$ cat src/rtl/bscan_pkg.sv
package bscan_pkg;

  typedef enum logic [2:0] {
    PH_IDLE = 3'd0,
    PH_PRE  = 3'd1,
    PH_BYTE = 3'd2,
    PH_NIB  = 3'd3,
    PH_BIT  = 3'd4
  } phase_t;

  function automatic int max2(input int a, input int b);
    return (a > b) ? a : b;
  endfunction

endpackage

$ cat src/rtl/bscan_capture.sv
module bscan_capture #(
  parameter int WIDTH = 32
) (
  input  logic             clk,
  input  logic             rst,
  input  logic             load,
  input  logic             rev_in,
  input  logic [WIDTH-1:0] opnd_in,
  output logic [WIDTH-1:0] data_q,
  output logic             rev_q,
  output logic             zero_q
);

  logic [WIDTH-1:0] flipped;

  // Mirror the operand so that a reverse scan becomes a forward scan.
  genvar g;
  generate
    for (g = 0; g < WIDTH; g++) begin : g_mirror
      assign flipped[g] = opnd_in[WIDTH-1-g];
    end
  endgenerate

  always_ff @(posedge clk) begin
    if (rst) begin
      data_q <= '0;
      rev_q  <= 1'b0;
      zero_q <= 1'b0;
    end else if (load) begin
      data_q <= rev_in ? flipped : opnd_in;
      rev_q  <= rev_in;
      zero_q <= ~|opnd_in;
    end
  end

endmodule

$ cat src/rtl/bscan_slice.sv
module bscan_slice #(
  parameter int WIDTH  = 32,
  parameter int BYTE_W = 8,
  parameter int NIB_W  = 4,
  localparam int NBYTE  = WIDTH / BYTE_W,
  localparam int NPB    = BYTE_W / NIB_W,
  localparam int NNIB   = WIDTH / NIB_W,
  localparam int BSEL_W = (NBYTE > 1) ? $clog2(NBYTE) : 1,
  localparam int NSEL_W = (NPB > 1) ? $clog2(NPB) : 1,
  localparam int TSEL_W = (NIB_W > 1) ? $clog2(NIB_W) : 1
) (
  input  logic [WIDTH-1:0]  data,
  input  logic [BSEL_W-1:0] bsel,
  input  logic [NSEL_W-1:0] nsel,
  input  logic [TSEL_W-1:0] tsel,
  output logic              byte_hit,
  output logic              nib_hit,
  output logic              bit_hit
);

  logic [NBYTE-1:0] byte_or;
  logic [NIB_W-1:0] nibs [NNIB];
  logic [NIB_W-1:0] cur_nib;
  logic [BSEL_W+NSEL_W-1:0] nib_ix;

  genvar gb, gn;
  generate
    for (gb = 0; gb < NBYTE; gb++) begin : g_byte
      assign byte_or[gb] = |data[gb*BYTE_W +: BYTE_W];
      for (gn = 0; gn < NPB; gn++) begin : g_nib
        assign nibs[gb*NPB + gn] = data[gb*BYTE_W + gn*NIB_W +: NIB_W];
      end
    end
  endgenerate

  assign nib_ix   = {bsel, nsel};
  assign cur_nib  = nibs[nib_ix];
  assign byte_hit = byte_or[bsel];
  assign nib_hit  = |cur_nib;
  assign bit_hit  = cur_nib[tsel];

endmodule

$ cat src/rtl/bscan_ctrl.sv
module bscan_ctrl
  import bscan_pkg::*;
#(
  parameter int NBYTE    = 4,
  parameter int NPB      = 2,
  parameter int NIB_W    = 4,
  parameter int BYTE_CLK = 4,
  parameter int NIB_CLK  = 3,
  parameter int BIT_CLK  = 3,
  parameter int PRE_FWD  = 8,
  parameter int PRE_REV  = 9,
  parameter int ZERO_FWD = 6,
  parameter int ZERO_REV = 7,
  localparam int BSEL_W = (NBYTE > 1) ? $clog2(NBYTE) : 1,
  localparam int NSEL_W = (NPB > 1) ? $clog2(NPB) : 1,
  localparam int TSEL_W = (NIB_W > 1) ? $clog2(NIB_W) : 1,
  localparam int MAXLD  = max2(max2(PRE_REV, PRE_FWD), max2(BYTE_CLK, max2(NIB_CLK, BIT_CLK))),
  localparam int TK_W   = $clog2(MAXLD + 1)
) (
  input  logic              clk,
  input  logic              rst,
  input  logic              start,
  input  logic              rev_in,
  input  logic              opnd_zero,
  input  logic              cap_zero,
  input  logic              byte_hit,
  input  logic              nib_hit,
  input  logic              bit_hit,
  output logic              load,
  output logic [BSEL_W-1:0] bsel,
  output logic [NSEL_W-1:0] nsel,
  output logic [TSEL_W-1:0] tsel,
  output logic              fin_next,
  output logic              busy_q,
  output logic              done_q
);

  // Each phase and step lasts at least two clocks, so the final cycle is
  // announced one cycle ahead from a tick value of one.
  phase_t           phase, phase_d;
  logic [TK_W-1:0]  tk, tk_d;
  logic [BSEL_W-1:0] bsel_d;
  logic [NSEL_W-1:0] nsel_d;
  logic [TSEL_W-1:0] tsel_d;
  int unsigned       pre_len;

  assign load = (phase == PH_IDLE) && start;

  always_comb begin
    if (opnd_zero) pre_len = rev_in ? ZERO_REV - 1 : ZERO_FWD - 1;
    else           pre_len = rev_in ? PRE_REV - 1  : PRE_FWD - 1;
  end

  always_comb begin
    phase_d = phase;
    tk_d    = tk;
    bsel_d  = bsel;
    nsel_d  = nsel;
    tsel_d  = tsel;
    unique case (phase)
      PH_IDLE: begin
        if (start) begin
          phase_d = PH_PRE;
          tk_d    = TK_W'(pre_len - 1);
          bsel_d  = '0;
          nsel_d  = '0;
          tsel_d  = '0;
        end
      end
      PH_PRE: begin
        if (tk != '0)    tk_d = tk - 1'b1;
        else if (cap_zero) phase_d = PH_IDLE;
        else begin
          phase_d = PH_BYTE;
          tk_d    = TK_W'(BYTE_CLK - 1);
        end
      end
      PH_BYTE: begin
        if (tk != '0) tk_d = tk - 1'b1;
        else if (byte_hit) begin
          phase_d = PH_NIB;
          tk_d    = TK_W'(NIB_CLK - 1);
          nsel_d  = '0;
        end else begin
          bsel_d = bsel + 1'b1;
          tk_d   = TK_W'(BYTE_CLK - 1);
        end
      end
      PH_NIB: begin
        if (tk != '0) tk_d = tk - 1'b1;
        else if (nib_hit) begin
          phase_d = PH_BIT;
          tk_d    = TK_W'(BIT_CLK - 1);
          tsel_d  = '0;
        end else begin
          nsel_d = nsel + 1'b1;
          tk_d   = TK_W'(NIB_CLK - 1);
        end
      end
      PH_BIT: begin
        if (tk != '0) tk_d = tk - 1'b1;
        else if (bit_hit) phase_d = PH_IDLE;
        else begin
          tsel_d = tsel + 1'b1;
          tk_d   = TK_W'(BIT_CLK - 1);
        end
      end
      default: phase_d = PH_IDLE;
    endcase
  end

  assign fin_next = (tk == TK_W'(1)) &&
                    (((phase == PH_PRE) && cap_zero) ||
                     ((phase == PH_BIT) && bit_hit));

  always_ff @(posedge clk) begin
    if (rst) begin
      phase  <= PH_IDLE;
      tk     <= '0;
      bsel   <= '0;
      nsel   <= '0;
      tsel   <= '0;
      busy_q <= 1'b0;
      done_q <= 1'b0;
    end else begin
      phase  <= phase_d;
      tk     <= tk_d;
      bsel   <= bsel_d;
      nsel   <= nsel_d;
      tsel   <= tsel_d;
      busy_q <= (phase_d != PH_IDLE);
      done_q <= fin_next;
    end
  end


  done_pulse_chk: assert property (@(posedge clk) disable iff (rst)
    done_q |=> !done_q);


  done_busy_chk: assert property (@(posedge clk) disable iff (rst)
    done_q |-> busy_q);


  busy_end_chk: assert property (@(posedge clk) disable iff (rst)
    $fell(busy_q) |-> $past(done_q));


  no_restart_chk: assert property (@(posedge clk) disable iff (rst)
    (busy_q && start) |=> (phase != PH_PRE) || ($past(phase) == PH_PRE));

endmodule

$ cat src/rtl/bscan_unit.sv
module bscan_unit
  import bscan_pkg::*;
#(
  parameter int WIDTH    = 32,
  parameter int BYTE_W   = 8,
  parameter int NIB_W    = 4,
  parameter int BYTE_CLK = 4,
  parameter int NIB_CLK  = 3,
  parameter int BIT_CLK  = 3,
  parameter int PRE_FWD  = 8,
  parameter int PRE_REV  = 9,
  parameter int ZERO_FWD = 6,
  parameter int ZERO_REV = 7,
  localparam int IDX_W  = $clog2(WIDTH),
  localparam int NBYTE  = WIDTH / BYTE_W,
  localparam int NPB    = BYTE_W / NIB_W,
  localparam int BSEL_W = (NBYTE > 1) ? $clog2(NBYTE) : 1,
  localparam int NSEL_W = (NPB > 1) ? $clog2(NPB) : 1,
  localparam int TSEL_W = (NIB_W > 1) ? $clog2(NIB_W) : 1,
  localparam int MAXL   = max2(PRE_REV, PRE_FWD) + BYTE_CLK*NBYTE + NIB_CLK*NPB + BIT_CLK*NIB_W,
  localparam int CNT_W  = $clog2(MAXL + 1) + 1
) (
  input  logic             clk,
  input  logic             rst,
  input  logic             scan_start,
  input  logic             scan_rev,
  input  logic [WIDTH-1:0] scan_opnd,
  output logic             scan_busy,
  output logic             scan_done,
  output logic [IDX_W-1:0] scan_idx,
  output logic             scan_zero
);

  logic [WIDTH-1:0]  cap_data;
  logic              cap_rev, cap_zero, load, fin_next;
  logic              byte_hit, nib_hit, bit_hit;
  logic [BSEL_W-1:0] bsel;
  logic [NSEL_W-1:0] nsel;
  logic [TSEL_W-1:0] tsel;
  logic [IDX_W-1:0]  pos;

  bscan_capture #(.WIDTH(WIDTH)) cap_i (
    .clk(clk), .rst(rst), .load(load), .rev_in(scan_rev), .opnd_in(scan_opnd),
    .data_q(cap_data), .rev_q(cap_rev), .zero_q(cap_zero)
  );

  bscan_slice #(.WIDTH(WIDTH), .BYTE_W(BYTE_W), .NIB_W(NIB_W)) slice_i (
    .data(cap_data), .bsel(bsel), .nsel(nsel), .tsel(tsel),
    .byte_hit(byte_hit), .nib_hit(nib_hit), .bit_hit(bit_hit)
  );

  bscan_ctrl #(
    .NBYTE(NBYTE), .NPB(NPB), .NIB_W(NIB_W),
    .BYTE_CLK(BYTE_CLK), .NIB_CLK(NIB_CLK), .BIT_CLK(BIT_CLK),
    .PRE_FWD(PRE_FWD), .PRE_REV(PRE_REV), .ZERO_FWD(ZERO_FWD), .ZERO_REV(ZERO_REV)
  ) ctrl_i (
    .clk(clk), .rst(rst), .start(scan_start), .rev_in(scan_rev),
    .opnd_zero(~|scan_opnd), .cap_zero(cap_zero),
    .byte_hit(byte_hit), .nib_hit(nib_hit), .bit_hit(bit_hit),
    .load(load), .bsel(bsel), .nsel(nsel), .tsel(tsel),
    .fin_next(fin_next), .busy_q(scan_busy), .done_q(scan_done)
  );

  // Position within the (possibly mirrored) captured word.
  assign pos = IDX_W'({bsel, nsel, tsel});

  always_ff @(posedge clk) begin
    if (rst) begin
      scan_idx  <= '0;
      scan_zero <= 1'b0;
    end else if (fin_next) begin
      scan_zero <= cap_zero;
      if (!cap_zero)
        scan_idx <= cap_rev ? IDX_W'(WIDTH - 1) - pos : pos;
    end
  end

  // Busy-cycle counter guarding the latency ceiling.
  logic [CNT_W-1:0] busy_cnt;
  always_ff @(posedge clk) begin
    if (rst || !scan_busy) busy_cnt <= '0;
    else                   busy_cnt <= busy_cnt + 1'b1;
  end


  lat_max_chk: assert property (@(posedge clk) disable iff (rst)
    scan_done |-> (busy_cnt <= CNT_W'(MAXL - 2)));


  zero_hold_chk: assert property (@(posedge clk) disable iff (rst)
    (scan_done && scan_zero) |-> $stable(scan_idx));


  capture_hold_chk: assert property (@(posedge clk) disable iff (rst)
    (scan_busy && !scan_done) |=> ($stable(cap_data) && $stable(cap_rev)));

endmodule

$ cat config.mk
export PLATFORM = sky130hd
export DESIGN_NAME = bscan_unit
export DESIGN_NICKNAME = d
export VERILOG_FILES = /design/src/rtl/bscan_pkg.sv /design/src/rtl/bscan_capture.sv /design/src/rtl/bscan_slice.sv /design/src/rtl/bscan_ctrl.sv /design/src/rtl/bscan_unit.sv
export SDC_FILE = /design/constraint.sdc
export NUM_CORES = 1
export LEC_CHECK = 0
export ABC_AREA = 0
export ABC_CLOCK_PERIOD_IN_PS = 6200
export BUFFER_PORTS_ARGS = -buffer_cell sky130_fd_sc_hd__clkbuf_2
export CELL_PAD_IN_SITES_DETAIL_PLACEMENT = 0
export CELL_PAD_IN_SITES_GLOBAL_PLACEMENT = 1
export CORE_ASPECT_RATIO = 1.2
export CORE_UTILIZATION = 30
export CTS_CLUSTER_SIZE = 25
export DETAILED_ROUTE_END_ITERATION = 7
export PLACE_DENSITY_LB_ADDON = 0.1
export SETUP_SLACK_MARGIN = 0.05
export SLEW_MARGIN = 20
export SYNTH_ARGS = -nofsm -noshare
export SYNTH_HDL_FRONTEND = slang
export SYNTH_SLANG_ARGS = --single-unit
$ cat constraint.sdc
create_clock -name clk -period 6.2 [get_ports clk]
set_input_delay 1.24 -clock clk [delete_from_list [all_inputs] [get_ports clk]]
set_output_delay 1.24 -clock clk [all_outputs]
set_load 0.1 [all_outputs]
==> results.toml, run 1 <==
[placed_design]
port_buffers = 43
hpwl_um = 6370
gp_routability_congestion = 0.733

[grt]
grtUsageTotal_pct = 17.2
grt_pass1_wl_um = 13900
grt_pass1_vias = 2542
grt_max_degree = 66
grt_antenna_before_repair = 0
overflow = 0

[power]
leakage_nw = 1.45
fin_total_pwr_mw = 1.30
peakVddDrop_v = 0.000116
powerDensity_mw_per_mm2 = 365

[worst_setup_path]
path_class = "in -> reg"
path_max_fanout = 3
crit_required_ns = 6.43
crit_path_end_kind = "flop"
crit_chain = "clkbuf_2, nor4_1, nand4_1, or2_2, ha_1, xor2_1, nor2_1, a211o_1, a21oi_1"
critPathArrivalTime_ns = 3.25
path_buf_inv = 1
critPathLaunchType = "input port"
cp_top_family = "simple AND/OR/NAND/NOR gates"
cp_slowest_cell = "nor4_1"
cpPeakStageDelay_ns = 0.49

[detailed_routing]
wl_met1_um = 3850
wl_met3_um = 186
first_pass_iters = 4
wl_met2_um = 4440
via_per_inst = 5.34
top_layer = "met4"
drt-wirelength-per-cell_um = 17.3
drt_iter0_markers = 100
drcViolationCount = 0
routed_wl_um = 8590
num_vias = 2659
drtAntennaViolNets = 0

[synth]
async_flop_share_pct = 0
post_synth_instance_area_mm2 = 0.00312
syn_nets = 387
synth_warnings = 0
synth.area.top_cells = "dfxtp_1, mux2i_1, a211oi_1"
synth_cell_types = 47
ys_seq_area_share_pct = 34.7
synth_most_common_cell = "dfxtp_1"
yosys_most_used_dff = "dfxtp_1"
synth_edf_count = 0
synthCells = 346
avgSynthCellArea_um2 = 9.01
synth_top_area_cell = "dfxtp_1"
synthTopCellsByCount = "dfxtp_1, nor2_1, mux2i_1, a211oi_1, clkbuf_1"
synth_top_area_share_pct = 34.7
synth_seq_cells = 54

[cts]
cts-buffers-inserted = 5
htreeDepth = 2
clk_path_buf_depth = 2
cts_setup_buffers = 0
clock-sinks = 54
cts-resized-gates = 0
cts_tree = "done"
clk_latency_ns = 0.30
path_clk_slew_ns = 0.07
ctsHoldBuffers = 0
clock-root-buffer = "clkbuf_16"

[layout]
fillers = 1061
drive_gt1_share_pct = 17.5
utilization_pct = 35.5
antenna_cells = 0
fin_nets = 413
area_growth_pct = 14.6

[timing]
period_needed_ns = 3.02
finalSetupTns_ns = 0
post-route-period-util_pct = 48.7
grt_setup_unrepaired = "no"
finClkSkew_ns = 0.00673
hold_violations = 0
worst_pin_slew_ns = 0.686
final-setup-viol-count = 0
relSlewSlack_pct = 53.9
fmaxAchievable_ghz = 0.331
slew_violations = 0

[die]
coreArea_mm2 = 0.0101
rows = 40
start_util_pct = 31.0
die_area_mm2 = 0.0108
ios = 44
chipWidth_um = 95.1
die_y_um = 114

[flow_run]
maxCapViolations = 0

[min_path]
hp-class = "reg -> reg"

[run_status]
outcome = "completed"
-- power by group --
group          switching [mW]  internal, mW  leakage (nW)
combinational           0.271         0.180         0.923
sequential              0.101         0.422         0.444
clock                   0.130         0.200        0.0829
total                   0.501         0.802          1.45
-- layer usage --
layer	track usage (%)	up-vias
li1	-	1368
met1	21.1	1244
met2	30.5	40
met3	2.40	7
met4	5.45	0
met5	0	-
-- through the flow --
step | instance area, um^2 | instances | hold slack (ns) | setup slack [ns]
floorplan | 3120 | 346 | 0.459 | 3.37
global placement | 3400 | 491 | 0.480 | 2.91
detailed placement | 3400 | 491 | 0.484 | 2.88
CTS | 3570 | 498 | 0.500 | 3.20
global route | 3570 | 498 | 0.517 | 3.17
finish | 3570 | 498 | 0.493 | 3.18
-- worst register-to-register path, delay by kind of cell, from the launching register on --
kind | cells | cell delay [ns]
multiplexers | 3 | 1.07
AO/OA/AOI/OAI | 1 | 0.61
flip-flops | 1 | 0.71
AND/OR/NAND/NOR | 2 | 0.26
-- final timing paths --
check	end	cells past startpoint	start	slack [ns]
worst max-delay path	ctrl_i.tk[1]	9	scan_opnd[17]	3.18
worst min-delay path	scan_idx[4]	2	scan_idx[4]	0.49
worst max register to register	ctrl_i.tk[2]	6	ctrl_i.nsel	3.42
worst min register to register	scan_idx[4]	2	scan_idx[4]	0.49
-- cell usage in the layout, fill, tap and decap left out, types with 2 or more instances in the layout --
cell type and n:
ha_1 5, mux4_2 3, a22oi_1 2, nand4b_1 2, nand2_1 18, clkbuf_2 43, o41ai_1 2, nor3_1 4
o21ai_0 8, dfxtp_1 54, inv_1 7, xor2_1 7, a32oi_1 2, buf_4 4, a211oi_1 34, a31o_2 2
or2_2 2, nor3b_1 2, clkbuf_16 5, nor2_1 50, nor4_1 19, a221oi_1 2, nand3_1 6, o31ai_1 3
nor2b_1 4, mux2i_1 40, a21oi_1 11, nand4_1 5, mux4_1 6
-- logic make-up after synthesis --
| family | count (synthesis) | share of synthesized area, % |
|---|---|---|
| multiplexers | 50 | 20.5 |
| adder cells (fa/ha/maj) | 5 | 2.01 |
| flip-flops | 54 | 34.7 |
| AO/OA/AOI/OAI | 76 | 17.3 |
| buffers and inverters | 35 | 4.74 |
| AND/OR/NAND/NOR | 118 | 18.5 |
| XOR/XNOR | 8 | 2.25 |
-- state kept, by name (all words and copies together), names as in the netlist --
register       count
cap_i.rev_q        1
ctrl_i.done_q      1
ctrl_i.tk          4
ctrl_i.tsel        2
ctrl_i.busy_q      1
cap_i.zero_q       1
scan_idx           5
cap_i.data_q      32
scan_zero          1
ctrl_i.bsel        2
ctrl_i.phase       3
ctrl_i.nsel        1
-- cell type report --
type,instances,area [um^2],area share [%]
clock buffer,6,139,3.89
timing repair buffer,47,245,6.86
tap,126,158,4.41
clock inverter,1,30.0,0.840
multi-input combinational,257,1890,53.0
sequential,54,1080,30.3
inverter,7,26.3,0.735
No activity file was read; power rests on OpenSTA's default activity.
==> inputs of run 2 (changes only) <==
ABC_CLOCK_PERIOD_IN_PS = 2900   (was 6200)
clock period = 2.9 ns   (was 6.2 ns; I/O delays follow)
==> run 2 against run 1 <==
  * First-iteration DRC count is 35% lower
  * Sequential power is 110% higher
  * Flip-flop and latch count stayed put
  * Via count is 0.60% lower
  * Die area stayed put
  * Combinational power is 130% higher
  * Highest routed layer unchanged
  * Critical endpoint is now scan_idx[3]
==> results.toml, run 2 (synthesis gave the netlist of run 1 again) <==
[run_status]
outcome = "completed"

[flow_run]
maxCapViolations = 0

[cts]
path_clk_slew_ns = 0.08
clock-sinks = 54
cts_setup_buffers = 0
clk_latency_ns = 0.30
cts-resized-gates = 0
htreeDepth = 2
cts-buffers-inserted = 5
ctsHoldBuffers = 0
clock-root-buffer = "clkbuf_16"
cts_tree = "done"
clk_path_buf_depth = 2

[placed_design]
place_inst = 498
port_buffers = 43
hpwl_um = 6700
place_ws_ns = 0.246
dpl_cell_area_mm2 = 0.00346
gp_routability_congestion = 0.747

[worst_setup_path]
critPathArrivalTime_ns = 2.82
crit_path_frequent_cell = "mux2i_1"
path_class = "reg -> reg"
crit_chain = "mux4_1, mux2i_1, mux4_2, or4_4, mux2i_1, nor2_1"
crit_path_end_kind = "flop"
cpPeakStageDelay_ns = 0.67
path_max_fanout = 14
critPathLaunchType = "flop"
cp_slowest_cell = "dfxtp_1"
crit_required_ns = 3.08

[layout]
reg.largest.list = "cap_i.data_q (32), scan_idx (5), ctrl_i.tk (4)"
mostFrequentLayoutCell = "dfxtp_1"
final_area_mm2 = 0.00361
fin_nets = 420
largest_register_ffs = 32
area_growth_pct = 15.7
register_area_mm2 = 0.00108
fillers = 1037
drive_gt1_share_pct = 19.2
antenna_cells = 0
regMostFlops = "cap_i.data_q"
multi_input_area_mm2 = 0.00189
final_cells = 506
final_cell_mix = "dfxtp_1, nor2_1, clkbuf_2, mux2i_1, a211oi_1"
utilization_pct = 35.9

[timing]
setup_slack_ns = 0.261
finClkSkew_ns = 0.00713
fmaxAchievable_ghz = 0.379
final-setup-viol-count = 0
worst_pin_slew_ns = 0.631
period_needed_ns = 2.64
slew_violations = 0
finalSetupTns_ns = 0
relSlewSlack_pct = 57.6
hold_violations = 0
hold_slack_ns = 0.498
grt_setup_unrepaired = "no"
post-route-period-util_pct = 91.0

[min_path]
hp-class = "reg -> reg"

[detailed_routing]
first_pass_iters = 4
via_per_inst = 5.22
top_layer = "met4"
drtAntennaViolNets = 0
wl_met3_um = 203
wl_met2_um = 4400
drt_iter0_markers = 65
drt-wirelength-per-cell_um = 16.9
routed_wl_um = 8530
wl_met1_um = 3760
drcViolationCount = 0
num_vias = 2643

[die]
start_util_pct = 31.0
die_y_um = 114
die_area_mm2 = 0.0108
rows = 40
coreArea_mm2 = 0.0101
chipWidth_um = 95.1
ios = 44

[power]
leakage_nw = 1.47
fin_total_pwr_mw = 2.73
peakVddDrop_v = 0.000262
powerDensity_mw_per_mm2 = 757

[grt]
grtUsageTotal_pct = 17.2
grt_pass1_vias = 2575
grt_max_degree = 66
grt_pass1_wl_um = 14000
grt_antenna_before_repair = 0
overflow = 0
==> run 2: per-layer routing <==
layer	up-vias	track usage [%]
met5	-	0
met4	0	6.16
met3	11	2.47
met2	55	30.5
met1	1204	20.6
li1	1373	-
==> run 2: final cells by class <==
cell class | instances | area share, %
clock inverter | 3 | 0.694
tap | 126 | 4.37
multi-input combinational | 257 | 52.5
timing repair buffer | 54 | 8.26
sequential | 54 | 30.0
clock buffer | 5 | 3.47
inverter | 7 | 0.728
==> run 2: worst paths after layout <==
kind	end	cells past startpoint	from	slack (ns)
hold reg to reg	scan_idx[0]	2	scan_idx[0]	0.50
setup / recovery	scan_idx[3]	6	ctrl_i.bsel[1]	0.26
hold / removal	scan_idx[0]	2	scan_idx[0]	0.50
setup reg to reg	scan_idx[3]	6	ctrl_i.bsel[1]	0.26
==> run 2: critical path: cells and delay by family (launching register included) <==
family | cells | cell delay [ns]
and+or+nand+nor | 2 | 0.65
muxes | 4 | 1.20
DFF | 1 | 0.67
==> run 2: report_power, final <==
part	total [mW]	switching (mW)	internal [mW]
sequential	1.08	0.174	0.902
clock	0.620	0.295	0.325
combinational	1.03	0.629	0.405
total	2.73	1.10	1.63
==> inputs of run 3 (changes only) <==
CELL_PAD_IN_SITES_DETAIL_PLACEMENT = unset   (was 0)
CELL_PAD_IN_SITES_GLOBAL_PLACEMENT = unset   (was 1)
PLACE_DENSITY_LB_ADDON = unset   (was 0.1)
==> run 3 against run 2 <==
  * Routed wire length shrank 7.9%
  * Critical path depth is the same
  * Die area is the same
  * Non-clock buffer count shrank 4
  * First-iteration DRC count grew 86%
  * Setup slack gained 0.041 ns
  * Flip-flop and latch count is the same
  * Maximum frequency grew 1.6%
  * Largest power group unchanged
  * Via count grew 2.7%
  * Register-to-register slack gained 0.04 ns
==> results.toml, run 3 (synthesis gave the netlist of run 1 again) <==
[timing]
finalSetupTns_ns = 0
worst_pin_slew_ns = 0.646
slew_violations = 0
post-route-period-util_pct = 89.6
final-setup-viol-count = 0
hold_violations = 0
relSlewSlack_pct = 56.8
fmaxAchievable_ghz = 0.385
setup_slack_ns = 0.302
grt_setup_unrepaired = "no"
hold_slack_ns = 0.497
period_needed_ns = 2.60
finClkSkew_ns = 0.00528

[detailed_routing]
drt-wirelength-per-cell_um = 15.6
first_pass_iters = 4
drt_iter0_markers = 121
num_vias = 2714
drtAntennaViolNets = 0
drcViolationCount = 0
routed_wl_um = 7860
via_per_inst = 5.41

[layout]
regMostFlops = "cap_i.data_q"
final_cell_mix = "dfxtp_1, nor2_1, clkbuf_2, mux2i_1, a211oi_1"
area_growth_pct = 15.3
final_cells = 502
mostFrequentLayoutCell = "dfxtp_1"
reg.largest.list = "cap_i.data_q (32), scan_idx (5), ctrl_i.tk (4)"
drive_gt1_share_pct = 18.4
final_area_mm2 = 0.00360
antenna_cells = 0
fin_nets = 416
largest_register_ffs = 32
fillers = 1024
utilization_pct = 35.7

[worst_setup_path]
crit_required_ns = 3.06
critPathLaunchType = "flop"
r2r-start = "ctrl_i.bsel[1]"
r2r-end = "scan_idx[4]"
critPathArrivalTime_ns = 2.76
path_class = "reg -> reg"
setup.worst_path.start = "ctrl_i.bsel[1]"
path_max_fanout = 14
worstSetupEndpoint = "scan_idx[4]"
crit_path_end_kind = "flop"
crit_path_frequent_cell = "mux2i_1"
rr_worst_depth = 6
crit_chain = "mux4_1, mux2i_1, mux4_2, or4_4, mux2i_1, nor2_1"
cp_slowest_cell = "dfxtp_1"
r2r_slack_ns = 0.30
cpPeakStageDelay_ns = 0.65

[cts]
clk_path_buf_depth = 2
cts_setup_buffers = 0
clock-sinks = 54
cts_tree = "done"
clk_latency_ns = 0.29
clock-root-buffer = "clkbuf_16"
cts-buffers-inserted = 5
cts-resized-gates = 0
ctsHoldBuffers = 0
path_clk_slew_ns = 0.07
htreeDepth = 2

[flow_run]
maxCapViolations = 0

[die]
rows = 40
chipWidth_um = 95.1
ios = 44
die_y_um = 114
die_area_mm2 = 0.0108
coreArea_mm2 = 0.0101
start_util_pct = 31.0

[grt]
overflow = 0
grt_antenna_before_repair = 0
grt_pass1_vias = 2600
grt_pass1_wl_um = 13200
grtUsageTotal_pct = 15.6
grt_max_degree = 66

[power]
peakVddDrop_v = 0.000270
leakage_nw = 1.47
fin_total_pwr_mw = 2.76
powerDensity_mw_per_mm2 = 769

[placed_design]
place_ws_ns = 0.181
place_inst = 494
dpl_cell_area_mm2 = 0.00343
hpwl_um = 5980
port_buffers = 43
gp_routability_congestion = 0.827

[run_status]
outcome = "completed"

[min_path]
hp-class = "reg -> reg"
==> run 3: changes by cell type in the layout (fill, tap and decap cells not counted), sizes merged <==
cell	previous run	this run
buf	11	7
bufinv	0	1
clkinvlp	1	0
==> run 3: final cells by class <==
| type | count | area (um^2) | area share [%] |
|---|---|---|---|
| clock buffer | 5 | 125 | 3.48 |
| clock inverter | 3 | 43.8 | 1.22 |
| inverter | 7 | 26.3 | 0.731 |
| multi-input combinational | 257 | 1890 | 52.7 |
| sequential | 54 | 1080 | 30.1 |
| tap | 126 | 158 | 4.38 |
| timing repair buffer | 50 | 268 | 7.45 |
==> run 3: layer usage <==
layer / part of all wire (%) / vias up / wire length (um) / global-route usage, %
met4: 1.1 / 0 / 90 / 3.84
met5: 0 / - / 0 / 0
met3: 3.7 / 8 / 290 / 2.73
met2: 50 / 67 / 3950 / 27.3
met1: 45 / 1262 / 3530 / 19.5
li1: - / 1377 / - / -
==> run 3: worst min-delay path by stage <==
| stage | slack (ns) | endpoint | start | depth (start not counted) |
|---|---|---|---|---|
| final | 0.50 | scan_zero | scan_zero | 2 |
| after CTS | 0.50 | ctrl_i.tk[1] | ctrl_i.tk[1] | 2 |
| after global routing | 0.53 | scan_idx[0] | scan_idx[0] | 2 |
| after floorplan | 0.46 | ctrl_i.tk[1] | ctrl_i.tk[1] | 2 |
| after detailed placement | 0.49 | scan_idx[1] | scan_idx[1] | 2 |
| after global placement | 0.48 | scan_zero | scan_zero | 2 |
==> run 3: critical path: cells and delay by family (launching register included) <==
| kind | cells | cell delay (ns) |
|---|---|---|
| flops | 1 | 0.65 |
| mux | 4 | 1.18 |
| simple gates | 2 | 0.63 |
==> run 3: power by group <==
| group | total (mW) | leakage, nW | switching, mW | internal [mW] |
|---|---|---|---|---|
| registers | 1.09 | 0.444 | 0.190 | 0.902 |
| clock network | 0.687 | 0.0842 | 0.278 | 0.409 |
| logic | 0.985 | 0.939 | 0.589 | 0.396 |
| total | 2.76 | 1.47 | 1.06 | 1.71 |
